--- src/rtl/irqc_pkg.sv ---
package irqc_pkg;

   // Classification of one clock of the multiplexed system bus
   typedef enum logic [1:0] {
      BUS_IDLE = 2'd0,
      BUS_ADDR = 2'd1,
      BUS_DATA = 2'd2
   } bus_cyc_e;

   function automatic bus_cyc_e classify_cycle(input logic valid, input logic cmd);
      if (!valid)  return BUS_IDLE;
      else if (cmd) return BUS_ADDR;
      else          return BUS_DATA;
   endfunction

endpackage

--- src/rtl/irqc_bus_decode.sv ---
module irqc_bus_decode #(
   parameter int DATA_W   = 32,
   parameter int SEL_LSB  = 4,
   parameter int SEL_W    = 3,
   parameter int EN_LSB   = 16,
   parameter int REG_BITS = 7
) (
   input  logic                clk,
   input  logic                rst_n,
   input  logic                sys_valid,
   input  logic                sys_cmd,
   input  logic                sys_wr,
   input  logic [DATA_W-1:0]   sys_data,
   output logic                wr_stb,
   output logic [REG_BITS-1:0] wr_mask,
   output logic [REG_BITS-1:0] wr_val
);
   import irqc_pkg::*;

   localparam int SEL_MSB = SEL_LSB + SEL_W - 1;
   localparam int EN_MSB  = EN_LSB + REG_BITS - 1;

   if (SEL_MSB >= DATA_W) begin : g_bad_sel
      $error("irqc_bus_decode: select field exceeds data width");
   end
   if (EN_MSB >= DATA_W) begin : g_bad_en
      $error("irqc_bus_decode: enable field exceeds data width");
   end
   if (REG_BITS > EN_LSB) begin : g_bad_overlap
      $error("irqc_bus_decode: value field overlaps enable field");
   end

   bus_cyc_e cyc;
   logic     sel_hit;
   logic     armed_q;

   assign cyc     = classify_cycle(sys_valid, sys_cmd);
   assign sel_hit = (sys_data[SEL_MSB:SEL_LSB] == '0);

   always_ff @(posedge clk or negedge rst_n) begin
      if (!rst_n) begin
         armed_q <= 1'b0;
      end else begin
         unique case (cyc)
            BUS_ADDR: armed_q <= sys_wr & sel_hit;
            BUS_DATA: armed_q <= 1'b0;
            default:  armed_q <= armed_q;
         endcase
      end
   end

   assign wr_stb  = (cyc == BUS_DATA) & armed_q;
   assign wr_mask = sys_data[EN_MSB:EN_LSB];
   assign wr_val  = sys_data[REG_BITS-1:0];

   // Address bits outside the select field play no part in decoding
   logic data_unused;
   assign data_unused = ^sys_data;

endmodule

--- src/rtl/irqc_int_reg.sv ---
module irqc_int_reg #(
   parameter int REG_BITS = 7
) (
   input  logic                clk,
   input  logic                rst_n,
   input  logic                wr_stb,
   input  logic [REG_BITS-1:0] wr_mask,
   input  logic [REG_BITS-1:0] wr_val,
   output logic [REG_BITS-1:0] q
);

   if (REG_BITS < 2) begin : g_bad_bits
      $error("irqc_int_reg: need at least one pending bit plus the NMI bit");
   end

   for (genvar i = 0; i < REG_BITS; i++) begin : g_bit
      always_ff @(posedge clk or negedge rst_n) begin
         if (!rst_n) begin
            q[i] <= 1'b0;
         end else if (wr_stb && wr_mask[i]) begin
            q[i] <= wr_val[i];
         end
      end
   end

endmodule

--- src/rtl/irqc_pin_sync.sv ---
module irqc_pin_sync #(
   parameter int W      = 6,
   parameter int STAGES = 1
) (
   input  logic         clk,
   input  logic         rst_n,
   input  logic [W-1:0] pins_n,
   output logic [W-1:0] asserted
);

   if (STAGES < 1) begin : g_bad_stages
      $error("irqc_pin_sync: STAGES must be at least 1");
   end
   if (W < 1) begin : g_bad_w
      $error("irqc_pin_sync: W must be at least 1");
   end

   logic [W-1:0] st_q [STAGES];

   always_ff @(posedge clk or negedge rst_n) begin
      if (!rst_n) st_q[0] <= '0;
      else        st_q[0] <= ~pins_n;
   end

   for (genvar s = 1; s < STAGES; s++) begin : g_stage
      always_ff @(posedge clk or negedge rst_n) begin
         if (!rst_n) st_q[s] <= '0;
         else        st_q[s] <= st_q[s-1];
      end
   end

   assign asserted = st_q[STAGES-1];

endmodule

--- src/rtl/irqc_nmi_edge.sv ---
module irqc_nmi_edge (
   input  logic clk,
   input  logic rst_n,
   input  logic soft_src,
   input  logic pin_src,
   output logic active,
   output logic pulse
);

   logic hist_q;

   assign active = soft_src | pin_src;

   always_ff @(posedge clk or negedge rst_n) begin
      if (!rst_n) hist_q <= 1'b0;
      else        hist_q <= active;
   end

   assign pulse = active & ~hist_q;

endmodule

--- src/rtl/irq_collector.sv ---
module irq_collector #(
   parameter int DATA_W      = 32,
   parameter int NUM_PINS    = 6,
   parameter int SEL_LSB     = 4,
   parameter int SEL_W       = 3,
   parameter int EN_LSB      = 16,
   parameter int TIMER_BIT   = 5,
   parameter bit TIMER_EN    = 1'b1,
   parameter int SYNC_STAGES = 1
) (
   input  logic                clk,
   input  logic                rst_n,
   input  logic                sys_valid,
   input  logic                sys_cmd,
   input  logic                sys_wr,
   input  logic [DATA_W-1:0]   sys_data,
   input  logic [NUM_PINS-1:0] int_n,
   input  logic                nmi_n,
   input  logic                timer_eq,
   input  logic                timer_dis,
   input  logic [NUM_PINS-1:0] irq_mask,
   input  logic                irq_en,
   output logic [NUM_PINS-1:0] pending,
   output logic                irq_req,
   output logic                nmi_pulse
);

   localparam int REG_BITS = NUM_PINS + 1;
   localparam int NMI_BIT  = NUM_PINS;

   if (TIMER_BIT >= NUM_PINS) begin : g_bad_timer
      $error("irq_collector: TIMER_BIT outside pending vector");
   end
   if (EN_LSB + REG_BITS > DATA_W) begin : g_bad_en
      $error("irq_collector: enable field does not fit the bus");
   end

   logic                wr_stb;
   logic [REG_BITS-1:0] wr_mask;
   logic [REG_BITS-1:0] wr_val;
   logic [REG_BITS-1:0] int_reg_q;
   logic [NUM_PINS-1:0] pin_act;
   logic                nmi_pin_act;
   logic                nmi_active;

   irqc_bus_decode #(
      .DATA_W  (DATA_W),
      .SEL_LSB (SEL_LSB),
      .SEL_W   (SEL_W),
      .EN_LSB  (EN_LSB),
      .REG_BITS(REG_BITS)
   ) decode_i (
      .clk      (clk),
      .rst_n    (rst_n),
      .sys_valid(sys_valid),
      .sys_cmd  (sys_cmd),
      .sys_wr   (sys_wr),
      .sys_data (sys_data),
      .wr_stb   (wr_stb),
      .wr_mask  (wr_mask),
      .wr_val   (wr_val)
   );

   irqc_int_reg #(.REG_BITS(REG_BITS)) ireg_i (
      .clk    (clk),
      .rst_n  (rst_n),
      .wr_stb (wr_stb),
      .wr_mask(wr_mask),
      .wr_val (wr_val),
      .q      (int_reg_q)
   );

   irqc_pin_sync #(.W(NUM_PINS), .STAGES(SYNC_STAGES)) pins_i (
      .clk     (clk),
      .rst_n   (rst_n),
      .pins_n  (int_n),
      .asserted(pin_act)
   );

   irqc_pin_sync #(.W(1), .STAGES(SYNC_STAGES)) nmi_pin_i (
      .clk     (clk),
      .rst_n   (rst_n),
      .pins_n  (nmi_n),
      .asserted(nmi_pin_act)
   );

   irqc_nmi_edge nmi_i (
      .clk     (clk),
      .rst_n   (rst_n),
      .soft_src(int_reg_q[NMI_BIT]),
      .pin_src (nmi_pin_act),
      .active  (nmi_active),
      .pulse   (nmi_pulse)
   );

   for (genvar i = 0; i < NUM_PINS; i++) begin : g_pend
      if (TIMER_EN && i == TIMER_BIT) begin : g_timer_mux
         assign pending[i] = timer_dis ? (pin_act[i] | int_reg_q[i]) : timer_eq;
      end else begin : g_plain
         assign pending[i] = pin_act[i] | int_reg_q[i];
      end
   end

   if (!TIMER_EN) begin : g_no_timer
      logic timer_unused;
      assign timer_unused = timer_eq ^ timer_dis;
   end

   assign irq_req = irq_en & |(pending & irq_mask);

   logic nmi_active_unused;
   assign nmi_active_unused = nmi_active;

endmodule

--- config.mk ---
export PLATFORM = sky130hd
export DESIGN_NAME = irq_collector
export DESIGN_NICKNAME = d
export VERILOG_FILES = /design/src/rtl/irqc_pkg.sv /design/src/rtl/irqc_bus_decode.sv /design/src/rtl/irqc_int_reg.sv /design/src/rtl/irqc_pin_sync.sv /design/src/rtl/irqc_nmi_edge.sv /design/src/rtl/irq_collector.sv
export SDC_FILE = /design/constraint.sdc
export NUM_CORES = 1
export LEC_CHECK = 0
export ABC_CLOCK_PERIOD_IN_PS = 2800
export BUFFER_PORTS_ARGS = -buffer_cell sky130_fd_sc_hd__buf_2
export CELL_PAD_IN_SITES_DETAIL_PLACEMENT = 1
export CELL_PAD_IN_SITES_GLOBAL_PLACEMENT = 1
export CORE_UTILIZATION = 26
export DETAILED_ROUTE_END_ITERATION = 16
export GPL_TIMING_DRIVEN = 0
export PLACE_DENSITY_LB_ADDON = 0.25
export SYNTH_ARGS = -nofsm -noshare
export SYNTH_HDL_FRONTEND = slang
export SYNTH_SLANG_ARGS = --single-unit
--- constraint.sdc ---
create_clock -name clk -period 2.8 [get_ports clk]
set_clock_uncertainty 0.15 [all_clocks]
set_input_delay 0.42 -clock clk [delete_from_list [all_inputs] [get_ports clk]]
set_output_delay 0.42 -clock clk [all_outputs]
set_load 0.005 [all_outputs]
After elaboration in Yosys (flattened, before gate mapping):

Index checks and enable logic that the tools add are counted.
Widths: inputs -> output; s select.

* reduce and logical (&&, ||, !) cells: 10
* eq/ne operators: 2
* bitwise gates (word level): 15
* multiplexer cells: 4

Operators with widths (number)
* $logic_and 1x1->1: 7
* $or 1x1->1: 7
* $and 6x6->6: 1
* $not 6->6: 1
* $reduce_or 6->1: 1
* $and 1x1->1: 4
* $mux 2: 2
* $logic_not 3->1: 1
* $eq 2x1->1 const B: 1
* $eq 2x2->1 const B: 1
* $not 1->1: 2
* $pmux 1 s2: 1
* $reduce_bool 2->1: 1
* $mux 1: 1

* output and inout port bits: 8
* flip-flop bits (word level): 16
* bits of input ports: 53

Logic depth before layout (Yosys ltp):

* depth after elaboration: 5
* gate-level depth with buffers: 4

Cells and area by module:

A second synthesis with hierarchy kept.

* cells, all modules: 74
* area, all modules: 813.3 µm²

By module, submodules not included
* irqc_int_reg: area each 306.5 µm², seq. area each 175.2 µm², cells each 21, times used 1
* irqc_pin_sync (pins_i): area each 172.7 µm², seq. area each 150.1 µm², cells each 12, times used 1
* irqc_bus_decode: area each 167.7 µm², seq. area each 25.0 µm², cells each 21, times used 1
* irq_collector: area each 96.3 µm², seq. area each 0.0 µm², cells each 15, times used 1
* irqc_nmi_edge: area each 41.3 µm², seq. area each 25.0 µm², cells each 3, times used 1
* irqc_pin_sync (nmi_pin_i): area each 28.8 µm², seq. area each 25.0 µm², cells each 2, times used 1

Worst setup path after synthesis:

Ideal clock, no wire load.

* path type: reg-to-output
* from: reg ireg_i.q[4]
* to: out irq_req
* arrival time: 1.120 ns
* data required time: 2.230 ns
* setup slack: 1.110 ns
* buffers on the path: 0
* cell stages (with the launch flop): 4
* cells stage by stage: dfrtp_1 > or2_4 > a221o_1 > o21a_1

* cells in the longest elaborated chain, start to end: 4

Ends and longest elaborated chain
* start, declared: line irqc_int_reg.sv:9 `output logic [REG_BITS-1:0] q`
* start signal, assigned by index: line irqc_int_reg.sv:21 `q[i] <= wr_val[i];`
* $or 1x1->1: line irq_collector.sv:100 `assign pending[i] = pin_act[i] | int_reg_q[i];`
* named net pending[4]: line irq_collector.sv:23 `output logic [NUM_PINS-1:0] pending,`
* $and 6x6->6: line irq_collector.sv:109 `assign irq_req = irq_en & |(pending & irq_mask);`
* $reduce_or 6->1: line irq_collector.sv:109
* $and 1x1->1: line irq_collector.sv:109
* end, declared: line irq_collector.sv:24 `output logic irq_req,`

The timed path passes the listed nets, and every way through them passes these cells.

Worst setup path in the final report:

* from: reg ireg_i.q[4]
* to: out irq_req

* cells in the longest elaborated chain, start to end: 4

Ends and longest elaborated chain (line)
* $or 1x1->1: irq_collector.sv:100
* $and 6x6->6: irq_collector.sv:109
* $reduce_or 6->1: irq_collector.sv:109
* $and 1x1->1: irq_collector.sv:109

No other way between the ends.

==> results.ini <==
[synth]
async_reset_ff_share_pct = 100
synth_edf_count = 0
synth_nets = 113
synth.most_common_cell = dfrtp_1
yosysTopAreaCell = dfrtp_1
synth-seq-cells = 16
synth_top_area_share_pct = 59.1
netlist_area_um2 = 677
synthTopCellsByArea = dfrtp_1 59%, mux2_2 10%, inv_1 4.4%, nand2_1 3.9%, or2_2 3.7%
ys_top_cells_by_count = 16 x dfrtp_1, 8 x inv_1, 7 x nand2_1
yosysSeqAreaShare_pct = 59.1
syn_area_per_cell_um2 = 11.3
ys.flop_type = dfrtp_1
synth.distinct_cells = 19
syn-instance-count = 60
ys_warn_count = 0

[clock_network]
cts_sinks = 16
cts_setup_buffers = 0
clockBufferDepth = 2
clk_pin_slew_worst_paths_ps = 80
clk_latency_ps = 270
htree_num_levels = 1
cts_buffers = 3
cts_tree = built
cts_root_buf = clkbuf_4

[sta]
layout_setup_ws_ps = 683
drv_slew = 0
worst_slew_pin_slew_ps = 350
slew_headroom_pct = 76.6
rsz0062_at_grt = false
setup_viol = 0
finalSetupTns_ps = 0
whs_ps = 127
max_freq_mhz = 472
period_needed_ps = 2120
finalHoldViolCount = 0
post-route-period-util_pct = 75.6

[global_route]
grt_pass1_vias = 609
gr-usage-met1_pct = 11.8
grt-busiest-layer = met2
use_met3_pct = 5.46
met2_usage_pct = 24.3
grt_max_degree = 17
antenna_found_initial = 0
grt.total_usage_pct = 12.3
grt_overflow_total = 0
grt_pass1_wl_um = 2420

[job]
max_cap_viol_count = 0

[pwr]
switching_power_w = 0.0000983
p_leak_nw = 0.519
total_power_w = 0.000444
switching_share_pct = 22.1
power_density_mw_per_mm2 = 464
clkPwrFrac_pct = 24.9
p_int_w = 0.000346
p_seq_share_pct = 58.3
peakVddDrop_mv = 0.294
comb_power_share_pct = 16.8

[run_status]
status = complete, no violations

[setup_path]
crit_fanout = 2
endpoint_kind = output pin
critPathLaunch = ireg_i.q[4]
crit_end = irq_req
cp.arrival_ps = 1550
r2r_cells = 4
criticalPathCategory = reg -> out
worst_r2r_startpoint = decode_i.armed_q
r2r_slack_ps = 1410
worstPathRequired_ps = 2230
critPathLaunchType = register
reg2reg_to = ireg_i.q[3]

[drt]
drcViolationCount = 0
antenna_left = 0
via_per_inst = 4.34
post_drt_wl_per_cell_um = 11.1
vias = 590
drt-pass1-iter-count = 1
wl_um = 1510
drt_iter0_markers = 0

[final_layout]
nFillCells = 305
syn_to_final_growth_pct = 41.4
drive_gt1_share_pct = 53.8
diodes = 0
num-nets-final = 161

[floorplan]
ios = 61
dieArea_mm2 = 0.00281
fp.dieH_um = 53.0
num_rows = 18
initial_core_util_pct = 27.3
die_w_um = 53.0
core_mm2 = 0.00248

[min_path]
hold_class = in -> reg

[placement]
portBuffers = 42
dp_hpwl_um = 1270
pre_cts_ws_ps = 941
finalWeightedCongestion = 0.655

what timing repair did:
action,CTS,global route
gates resized for setup,0,0
setup endpoints to repair,0,0
hold buffers,1,0
hold endpoints to repair,16,0
layout by cell type (no fill, tap or decap):
cell type	n
a221o_1	1
and3b_1	1
buf_2	43
clkbuf_4	3
dfrtp_1	16
dlygate4sd3_1	1
inv_1	8
mux2_1	1
mux2_2	6
nand2_1	7
nand3_1	1
nor2_1	2
nor2b_1	1
nor3b_1	1
nor4b_1	1
o211ai_1	1
o21a_1	2
o21ai_0	4
or2_1	1
or2_2	4
or2_4	1
critical path, stage by stage (launching register included):
cell,delay [ps]
dfrtp_1,390
or2_4,250
a221o_1,340
o21a_1,180
buf_2,120
state kept, by name, indices dropped and copies added (netlist names):
name,count
decode_i.armed_q,1
ireg_i.q,7
nmi_i.hist_q,1
nmi_pin_i.asserted,1
pins_i.asserted,6
power groups by stage:
| stage | Sequential, W | Clock, W | Combinational, W |
|---|---|---|---|
| 2_1_floorplan | 0.000260 | 0 | 0.0000333 |
| 3_3_place_gp | 0.000262 | 0 | 0.0000728 |
| 3_5_place_dp | 0.000264 | 0 | 0.0000760 |
| 4_1_cts | 0.000259 | 0.000119 | 0.0000772 |
| 5_1_grt | 0.000261 | 0.000129 | 0.0000843 |
| 6_report | 0.000259 | 0.000111 | 0.0000744 |
how the worst min path moves through the flow:
stage	start	to	slack, ps	cells after the start
after detailed placement	rst_n	pins_i.asserted[2]	200	1
final	int_n[2]	pins_i.asserted[2]	130	2
after CTS	int_n[2]	pins_i.asserted[2]	120	2
after global placement	rst_n	pins_i.asserted[2]	200	1
after floorplan	rst_n	decode_i.armed_q	-30	0
after global routing	int_n[2]	pins_i.asserted[2]	100	2
through the flow:
step                area (µm²)  utilization, %  std cells
finish                     957            38.6        136
global route               957            38.6        136
CTS                        957            38.6        136
detailed placement         925            37.3        132
global placement           925            37.3        132
floorplan                  677               -         60
area by class of cell:
class	instances	area, µm²	share of cell area (%)
plain buffers	1	5.00	0.523
clock buffers	3	22.5	2.35
inverters	8	30.0	3.14
multi-input cells	35	241	25.2
flip-flops and latches	16	400	41.8
well taps	30	37.5	3.92
repair buffers	43	220	23.0
cell families after synthesis:
| group | count (synthesis) | synth area share (%) |
|---|---|---|
| buffers and inverters | 9 | 5.18 |
| DFF | 16 | 59.1 |
| muxes | 7 | 11.6 |
| AOI/OAI and AO/OA | 8 | 7.76 |
| and+or+nand+nor | 20 | 16.3 |
routing by layer:
metal  wire, µm  share of wire [%]
met2        804                 53
met3        112                7.4
met5          0                  0
met1        593                 39
met4          0                  0
Note: power is estimated with default switching activity, not from simulation.
